**src/rtl/rx_pkg.sv**
```systemverilog
package rx_pkg;
    localparam int WORD_W = 16;

    typedef logic [WORD_W-1:0] word_t;

    typedef struct packed {
        logic  valid;
        word_t data;
    } cap_t;

    typedef enum logic {
        PST_RUN    = 1'b0,
        PST_PAUSED = 1'b1
    } pst_e;

    // trailing words tolerated after a pause
    function automatic logic [1:0] trail_bound(input logic in_window);
        return in_window ? 2'd1 : 2'd2;
    endfunction
endpackage

```
**src/rtl/rx_strobe_sync.sv**
```systemverilog
module rx_strobe_sync
    import rx_pkg::*;
#(
    parameter int STAGES = 2
) (
    input  logic  clk,
    input  logic  rst,
    input  logic  strobe_in,
    input  word_t data_in,
    output cap_t  cap
);
    logic  s_chain [STAGES+1];
    word_t d_chain [STAGES];

    always_ff @(posedge clk) begin
        if (rst) begin
            s_chain[0] <= 1'b0;
            d_chain[0] <= '0;
        end else begin
            s_chain[0] <= strobe_in;
            d_chain[0] <= data_in;
        end
    end

    for (genvar i = 1; i < STAGES; i++) begin : g_stage
        always_ff @(posedge clk) begin
            if (rst) begin
                s_chain[i] <= 1'b0;
                d_chain[i] <= '0;
            end else begin
                s_chain[i] <= s_chain[i-1];
                d_chain[i] <= d_chain[i-1];
            end
        end
    end

    always_ff @(posedge clk) begin
        if (rst) s_chain[STAGES] <= 1'b0;
        else     s_chain[STAGES] <= s_chain[STAGES-1];
    end

    always_comb begin
        cap.valid = s_chain[STAGES-1] ^ s_chain[STAGES];
        cap.data  = d_chain[STAGES-1];
    end
endmodule

```
**src/rtl/rx_fifo.sv**
```systemverilog
module rx_fifo
    import rx_pkg::*;
#(
    parameter int DEPTH = 8,
    localparam int AW = $clog2(DEPTH),
    localparam int LW = AW + 1
) (
    input  logic          clk,
    input  logic          rst,
    input  logic          push,
    input  word_t         wdata,
    input  logic          pop,
    output word_t         rdata,
    output logic          empty,
    output logic          full,
    output logic [LW-1:0] level
);
    word_t         mem [DEPTH];
    logic [AW-1:0] wptr, rptr;
    logic          do_push, do_pop;

    assign empty   = (level == '0);
    assign full    = (level == LW'(DEPTH));
    assign do_push = push && !full;
    assign do_pop  = pop && !empty;
    assign rdata   = mem[rptr];

    always_ff @(posedge clk) begin
        if (do_push) mem[wptr] <= wdata;
    end

    always_ff @(posedge clk) begin
        if (rst) begin
            wptr  <= '0;
            rptr  <= '0;
            level <= '0;
        end else begin
            if (do_push) wptr <= (wptr == AW'(DEPTH-1)) ? '0 : wptr + 1'b1;
            if (do_pop)  rptr <= (rptr == AW'(DEPTH-1)) ? '0 : rptr + 1'b1;
            case ({do_push, do_pop})
                2'b10:   level <= level + 1'b1;
                2'b01:   level <= level - 1'b1;
                default: level <= level;
            endcase
        end
    end

    AST_LEVEL_BOUND: assert property (@(posedge clk) disable iff (rst)
        level <= LW'(DEPTH));
    AST_LEVEL_HOLD: assert property (@(posedge clk) disable iff (rst)
        (!push && !pop) |=> $stable(level));
endmodule

```
**src/rtl/rx_pause_ctrl.sv**
```systemverilog
module rx_pause_ctrl
    import rx_pkg::*;
#(
    parameter int DEPTH   = 8,
    parameter int MARGIN  = 1,
    parameter int TSR_CYC = 3,
    localparam int LW     = $clog2(DEPTH) + 1,
    localparam int THRESH = 2 + MARGIN,
    localparam int SW     = $clog2(TSR_CYC + 2)
) (
    input  logic          clk,
    input  logic          rst,
    input  logic          burst_active,
    input  logic          strobe_edge,
    input  logic          push,
    input  logic          full,
    input  logic [LW-1:0] level,
    input  logic          hold_req,
    output logic          ready_n,
    output logic          overflow,
    output logic          late_pause
);
    pst_e          state_q;
    logic          burst_q, seen_q, in_window_q;
    logic [SW-1:0] since_q;
    logic [1:0]    extra_q;
    logic [LW-1:0] free;
    logic          want, burst_start;

    assign free        = LW'(DEPTH) - level;
    assign burst_start = burst_active && !burst_q;
    assign want        = burst_active && seen_q && ((free <= LW'(THRESH)) || hold_req);

    always_ff @(posedge clk) begin
        if (rst) begin
            burst_q     <= 1'b0;
            seen_q      <= 1'b0;
            since_q     <= SW'(TSR_CYC + 1);
            state_q     <= PST_RUN;
            in_window_q <= 1'b1;
            extra_q     <= '0;
            overflow    <= 1'b0;
        end else begin
            burst_q <= burst_active;

            if (!burst_active) seen_q <= 1'b0;
            else if (push)     seen_q <= 1'b1;

            if (strobe_edge)                        since_q <= '0;
            else if (since_q != SW'(TSR_CYC + 1))   since_q <= since_q + 1'b1;

            if (want && state_q == PST_RUN)
                in_window_q <= (since_q <= SW'(TSR_CYC));
            state_q <= want ? PST_PAUSED : PST_RUN;

            if (state_q == PST_RUN)            extra_q <= '0;
            else if (push && extra_q != 2'd3)  extra_q <= extra_q + 1'b1;

            if (burst_start)
                overflow <= 1'b0;
            else if (push && (full || (state_q == PST_PAUSED &&
                                       extra_q >= trail_bound(in_window_q))))
                overflow <= 1'b1;
        end
    end

    assign ready_n    = (state_q == PST_PAUSED);
    assign late_pause = !in_window_q;

    AST_NO_EARLY_PAUSE: assert property (@(posedge clk) disable iff (rst)
        $rose(ready_n) |-> $past(seen_q));
    AST_FULL_PAUSE: assert property (@(posedge clk) disable iff (rst)
        (burst_active && seen_q && free <= LW'(THRESH)) |=> ready_n);
    AST_RESUME: assert property (@(posedge clk) disable iff (rst)
        (!hold_req && free > LW'(THRESH)) |=> !ready_n);
    AST_OVF_STICKY: assert property (@(posedge clk) disable iff (rst)
        (overflow && !burst_start) |=> overflow);
    AST_TRAIL_LIMIT: assert property (@(posedge clk) disable iff (rst)
        (ready_n && !overflow) |-> extra_q <= 2'd2);
endmodule

```
**src/rtl/strobe_burst_rx.sv**
```systemverilog
module strobe_burst_rx
    import rx_pkg::*;
#(
    parameter int DEPTH       = 8,
    parameter int MARGIN      = 1,
    parameter int TSR_CYC     = 3,
    parameter int SYNC_STAGES = 2,
    localparam int LW         = $clog2(DEPTH) + 1
) (
    input  logic        clk,
    input  logic        rst,
    input  logic        burst_active,
    input  logic        strobe_in,
    input  logic [15:0] data_in,
    input  logic        hold_req,
    output logic        ready_n,
    input  logic        rd_en,
    output logic [15:0] rd_data,
    output logic        rd_valid,
    output logic        overflow,
    output logic        late_pause
);
    cap_t          cap;
    logic          push, full, empty;
    logic [LW-1:0] level;

    rx_strobe_sync #(.STAGES(SYNC_STAGES)) u_sync (
        .clk(clk), .rst(rst), .strobe_in(strobe_in), .data_in(data_in), .cap(cap)
    );

    assign push = cap.valid && burst_active;

    rx_fifo #(.DEPTH(DEPTH)) u_fifo (
        .clk(clk), .rst(rst), .push(push), .wdata(cap.data), .pop(rd_en),
        .rdata(rd_data), .empty(empty), .full(full), .level(level)
    );

    rx_pause_ctrl #(.DEPTH(DEPTH), .MARGIN(MARGIN), .TSR_CYC(TSR_CYC)) u_ctrl (
        .clk(clk), .rst(rst), .burst_active(burst_active), .strobe_edge(cap.valid),
        .push(push), .full(full), .level(level), .hold_req(hold_req),
        .ready_n(ready_n), .overflow(overflow), .late_pause(late_pause)
    );

    assign rd_valid = !empty;

    AST_VALID_DATA: assert property (@(posedge clk) disable iff (rst)
        (rd_valid && !rd_en && !push) |=> (rd_valid && $stable(rd_data)));
endmodule

```
**config.mk**
```make
export PLATFORM = sky130hd
export DESIGN_NAME = strobe_burst_rx
export DESIGN_NICKNAME = d
export VERILOG_FILES = /design/src/rtl/rx_pkg.sv /design/src/rtl/rx_strobe_sync.sv /design/src/rtl/rx_fifo.sv /design/src/rtl/rx_pause_ctrl.sv /design/src/rtl/strobe_burst_rx.sv
export SDC_FILE = /design/constraint.sdc
export NUM_CORES = 1
export LEC_CHECK = 0
export BUFFER_PORTS_ARGS = -buffer_cell sky130_fd_sc_hd__clkbuf_2
export CORE_ASPECT_RATIO = 1.5
export CORE_MARGIN = 3
export CORE_UTILIZATION = 56
export CTS_CLUSTER_SIZE = 10
export DETAILED_ROUTE_END_ITERATION = 10
export PLACE_DENSITY = 0.82
export SLEW_MARGIN = 0
export SYNTH_ARGS = -nofsm -noshare
export SYNTH_HDL_FRONTEND = slang
export SYNTH_HIERARCHICAL = 1
export SYNTH_SLANG_ARGS = --single-unit
```
**constraint.sdc**
```tcl
create_clock -name clk -period 4.95 [get_ports clk]
set_input_delay 1.485 -clock clk [delete_from_list [all_inputs] [get_ports clk]]
set_output_delay 1.485 -clock clk [all_outputs]
set_load 0.03 [all_outputs]
```
==> results.tsv <==
metric	value	unit
io_pins	42	
core	12080	um2
cts.sinks	186	
diodes	0	
viasPerCell	5.643	
track_usage	0.1824	
worst_slew_pin_slew	1.026	ns
postSynthCellCount	393	
fin_util	0.6593	
crit_fanout	23	
slew_headroom	0.3140	
detail_route.wl_per_cell	19.10	um
hold_buffers	0	
grt_pass1_wl	18950	um
dp_hpwl	7003	um
start_util	0.5782	
vdd_drop_max	0.0003696	V
synth_area_leaders	edfxtp_1 55%, dfxtp_1 17%, mux4_2 10%	
synth_cell_types	40	
synth_fp_nets	428	
cp_slowest_cell	mux4_2	
finalClockSkew	0.007232	ns
drtAntennaViolNets	0	
setup_viol	0	
path_buf_inv	2	
netlist.area_leader.share	0.5504	
post_cts_buffers	0	
power_density	446.0	nW/um2
fin_nets	480	
dp.cells	579	
dieArea	13870	um2
status	complete, no violations	
ys_seq_area_frac	0.7167	
drt_iter0_drc	275	
synth_top_area_cell	edfxtp_1	
place.gp.congestion	0.7129	
rsz0062_at_grt	no	
synth_top_flop_cell	edfxtp_1	
ys_seq_elements	186	
min_period	4.002	ns
cts.reportedPaths.clkPinSlew	0.06	ns
grt_max_degree	54	
critPathTopFamily	multiplexers	
critPathMaxStageDelay	0.59	ns
drv_cap	0	
grt_pass1_vias	3660	
first_pass_iters	4	
drc	0	
final_cells	611	
cts-root-buf	clkbuf_16	
vias	3448	
hold_path.class	flop to flop	
critPathKind	flop to output port	
io_buffers	41	
synth.most_common_cell	edfxtp_1	
synth_edf_count	128	
fp.dieW	97.18	um
critical_path.cell_chain	buf_4, mux4_2, mux2_2, clkbuf_2	
rows	49	
required	3.46	ns
hold_viol	0	
cts_buffers	17	
syn_avg_cell_area	17.77	um2
drv_slew	0	
register_area	5006	um2
yosys-top-cells-count	128 x edfxtp_1, 58 x dfxtp_1, 34 x nor2b_1	
cp-start-kind	flop	
drive_gt1_frac	0.3079	
crit_path_end_kind	output port	
die_height	142.8	um
multi_input_area	1882	um2
ys.warnings.count	6	
final.period_utilization	0.8085	
cts_resized	0	
fmax	249.9	MHz
cp.arrival	2.52	ns
clock_latency	0.41	ns
routed_wl	11670	um
antenna_found_initial	0	
synth_area	6983	um2
cts_tree	yes	
setup_tns	0	ns
cts_buffer_depth	2	
gr-total-overflow	0	
async_flop_share	0	
syn2layout_area_growth	14.03	%
p_leak	2.819	nW
fillers	772	
cts.htree.levels	4	
## worst paths after layout
path	from	to	slack, ns	depth (start not counted)
hold / removal	u_sync/d_chain[0][11]	u_sync/d_chain[1][11]	0.44	1
hold reg to reg	u_sync/d_chain[0][11]	u_sync/d_chain[1][11]	0.44	1
setup / recovery	flop	rd_data[13]	0.95	4
setup reg to reg	u_sync/s_chain[1]	u_fifo/level[2]	2.14	10
## layout make-up
type / instances / share of cell area
Inverter: 8 / 0.003771
Clock buffer: 22 / 0.06364
Sequential cell: 186 / 0.6287
Clock inverter: 10 / 0.01116
Timing Repair Buffer: 48 / 0.03237
Multi-Input combinational cell: 184 / 0.2363
Tap cell: 153 / 0.02404
## logic make-up (layout without fill, tap and decap cells)
logic type / Yosys count / count (layout) / synth area share
AOI/OAI and AO/OA: 20 / 20 / 0.01953
xor gates and xnor gates: 6 / 6 / 0.007525
adders and majority gates: 13 / 13 / 0.02329
buffers and inverters: 23 / 88 / 0.02025
DFF: 186 / 186 / 0.7167
muxes: 53 / 53 / 0.1364
and+or+nand+nor: 92 / 92 / 0.07633
## cell usage in the layout, fill, tap and decap left out, types with 7 or more instances in the layout
cell       instances
clkbuf_16         19
nor2_1            15
a21oi_1            9
edfxtp_1         128
mux2_2            17
nor2b_1           34
mux4_2            32
inv_1              8
ha_1              13
nand2_1            7
dfxtp_1           57
buf_4              7
clkbuf_2          41
## where the power goes
group / switching, mW / internal (mW) / leakage [nW]
logic: 0.254 / 0.237 / 0.884
clock network: 0.529 / 0.777 / 0.286
registers: 0.0586 / 1.70 / 1.65
## state kept, by name, indices dropped and copies added, names as in the netlist, named ones only
register            count
u_ctrl/extra_q          2
u_fifo/rptr             3
u_ctrl/in_window_q      1
u_fifo/level            4
u_sync/d_chain         32
u_fifo/mem            128
u_ctrl/ready_n          1
u_ctrl/since_q          3
u_ctrl/seen_q           1
u_ctrl/burst_q          1
u_ctrl/overflow         1
u_sync/s_chain          3
u_fifo/wptr             3
## worst register-to-register path, stage by stage (launching register included)
cell     delay [ns]
dfxtp_1        0.34
xor2_1         0.31
and2_1         0.26
a21bo_1        0.40
ha_1           0.36
xor2_1         0.17
ha_1           0.19
a21oi_1        0.16
xor2_1         0.10
or3_1          0.31
a21oi_1        0.13
## per-stage QoR
| step | hold slack (ns) | worst slack [ns] | instance area [um2] | power, mW |
|---|---|---|---|---|
| 2_1_floorplan | 0.4138 | 0.9525 | 6983 | 2.186 |
| 3_3_place_gp | 0.4179 | 1.309 | 7367 | 2.264 |
| 3_5_place_dp | 0.4227 | 1.215 | 7367 | 2.281 |
| 4_1_cts | 0.4367 | 0.8647 | 7963 | 3.584 |
| 5_1_grt | 0.4545 | 0.7628 | 7963 | 3.682 |
| 6_report | 0.4350 | 0.9479 | 7963 | 3.551 |
## layer usage
| metal | routed length, um | share of wire | GRT usage | vias to the layer above |
|---|---|---|---|---|
| met2 | 6262 | 0.54 | 0.3159 | 117 |
| li1 | - | - | - | 1593 |
| met3 | 642 | 0.055 | 0.04448 | 29 |
| met5 | 0 | 0 | 0 | - |
| met4 | 290 | 0.025 | 0.08728 | 0 |
| met1 | 4476 | 0.38 | 0.2152 | 1709 |
(Power assumes the default switching activity.)
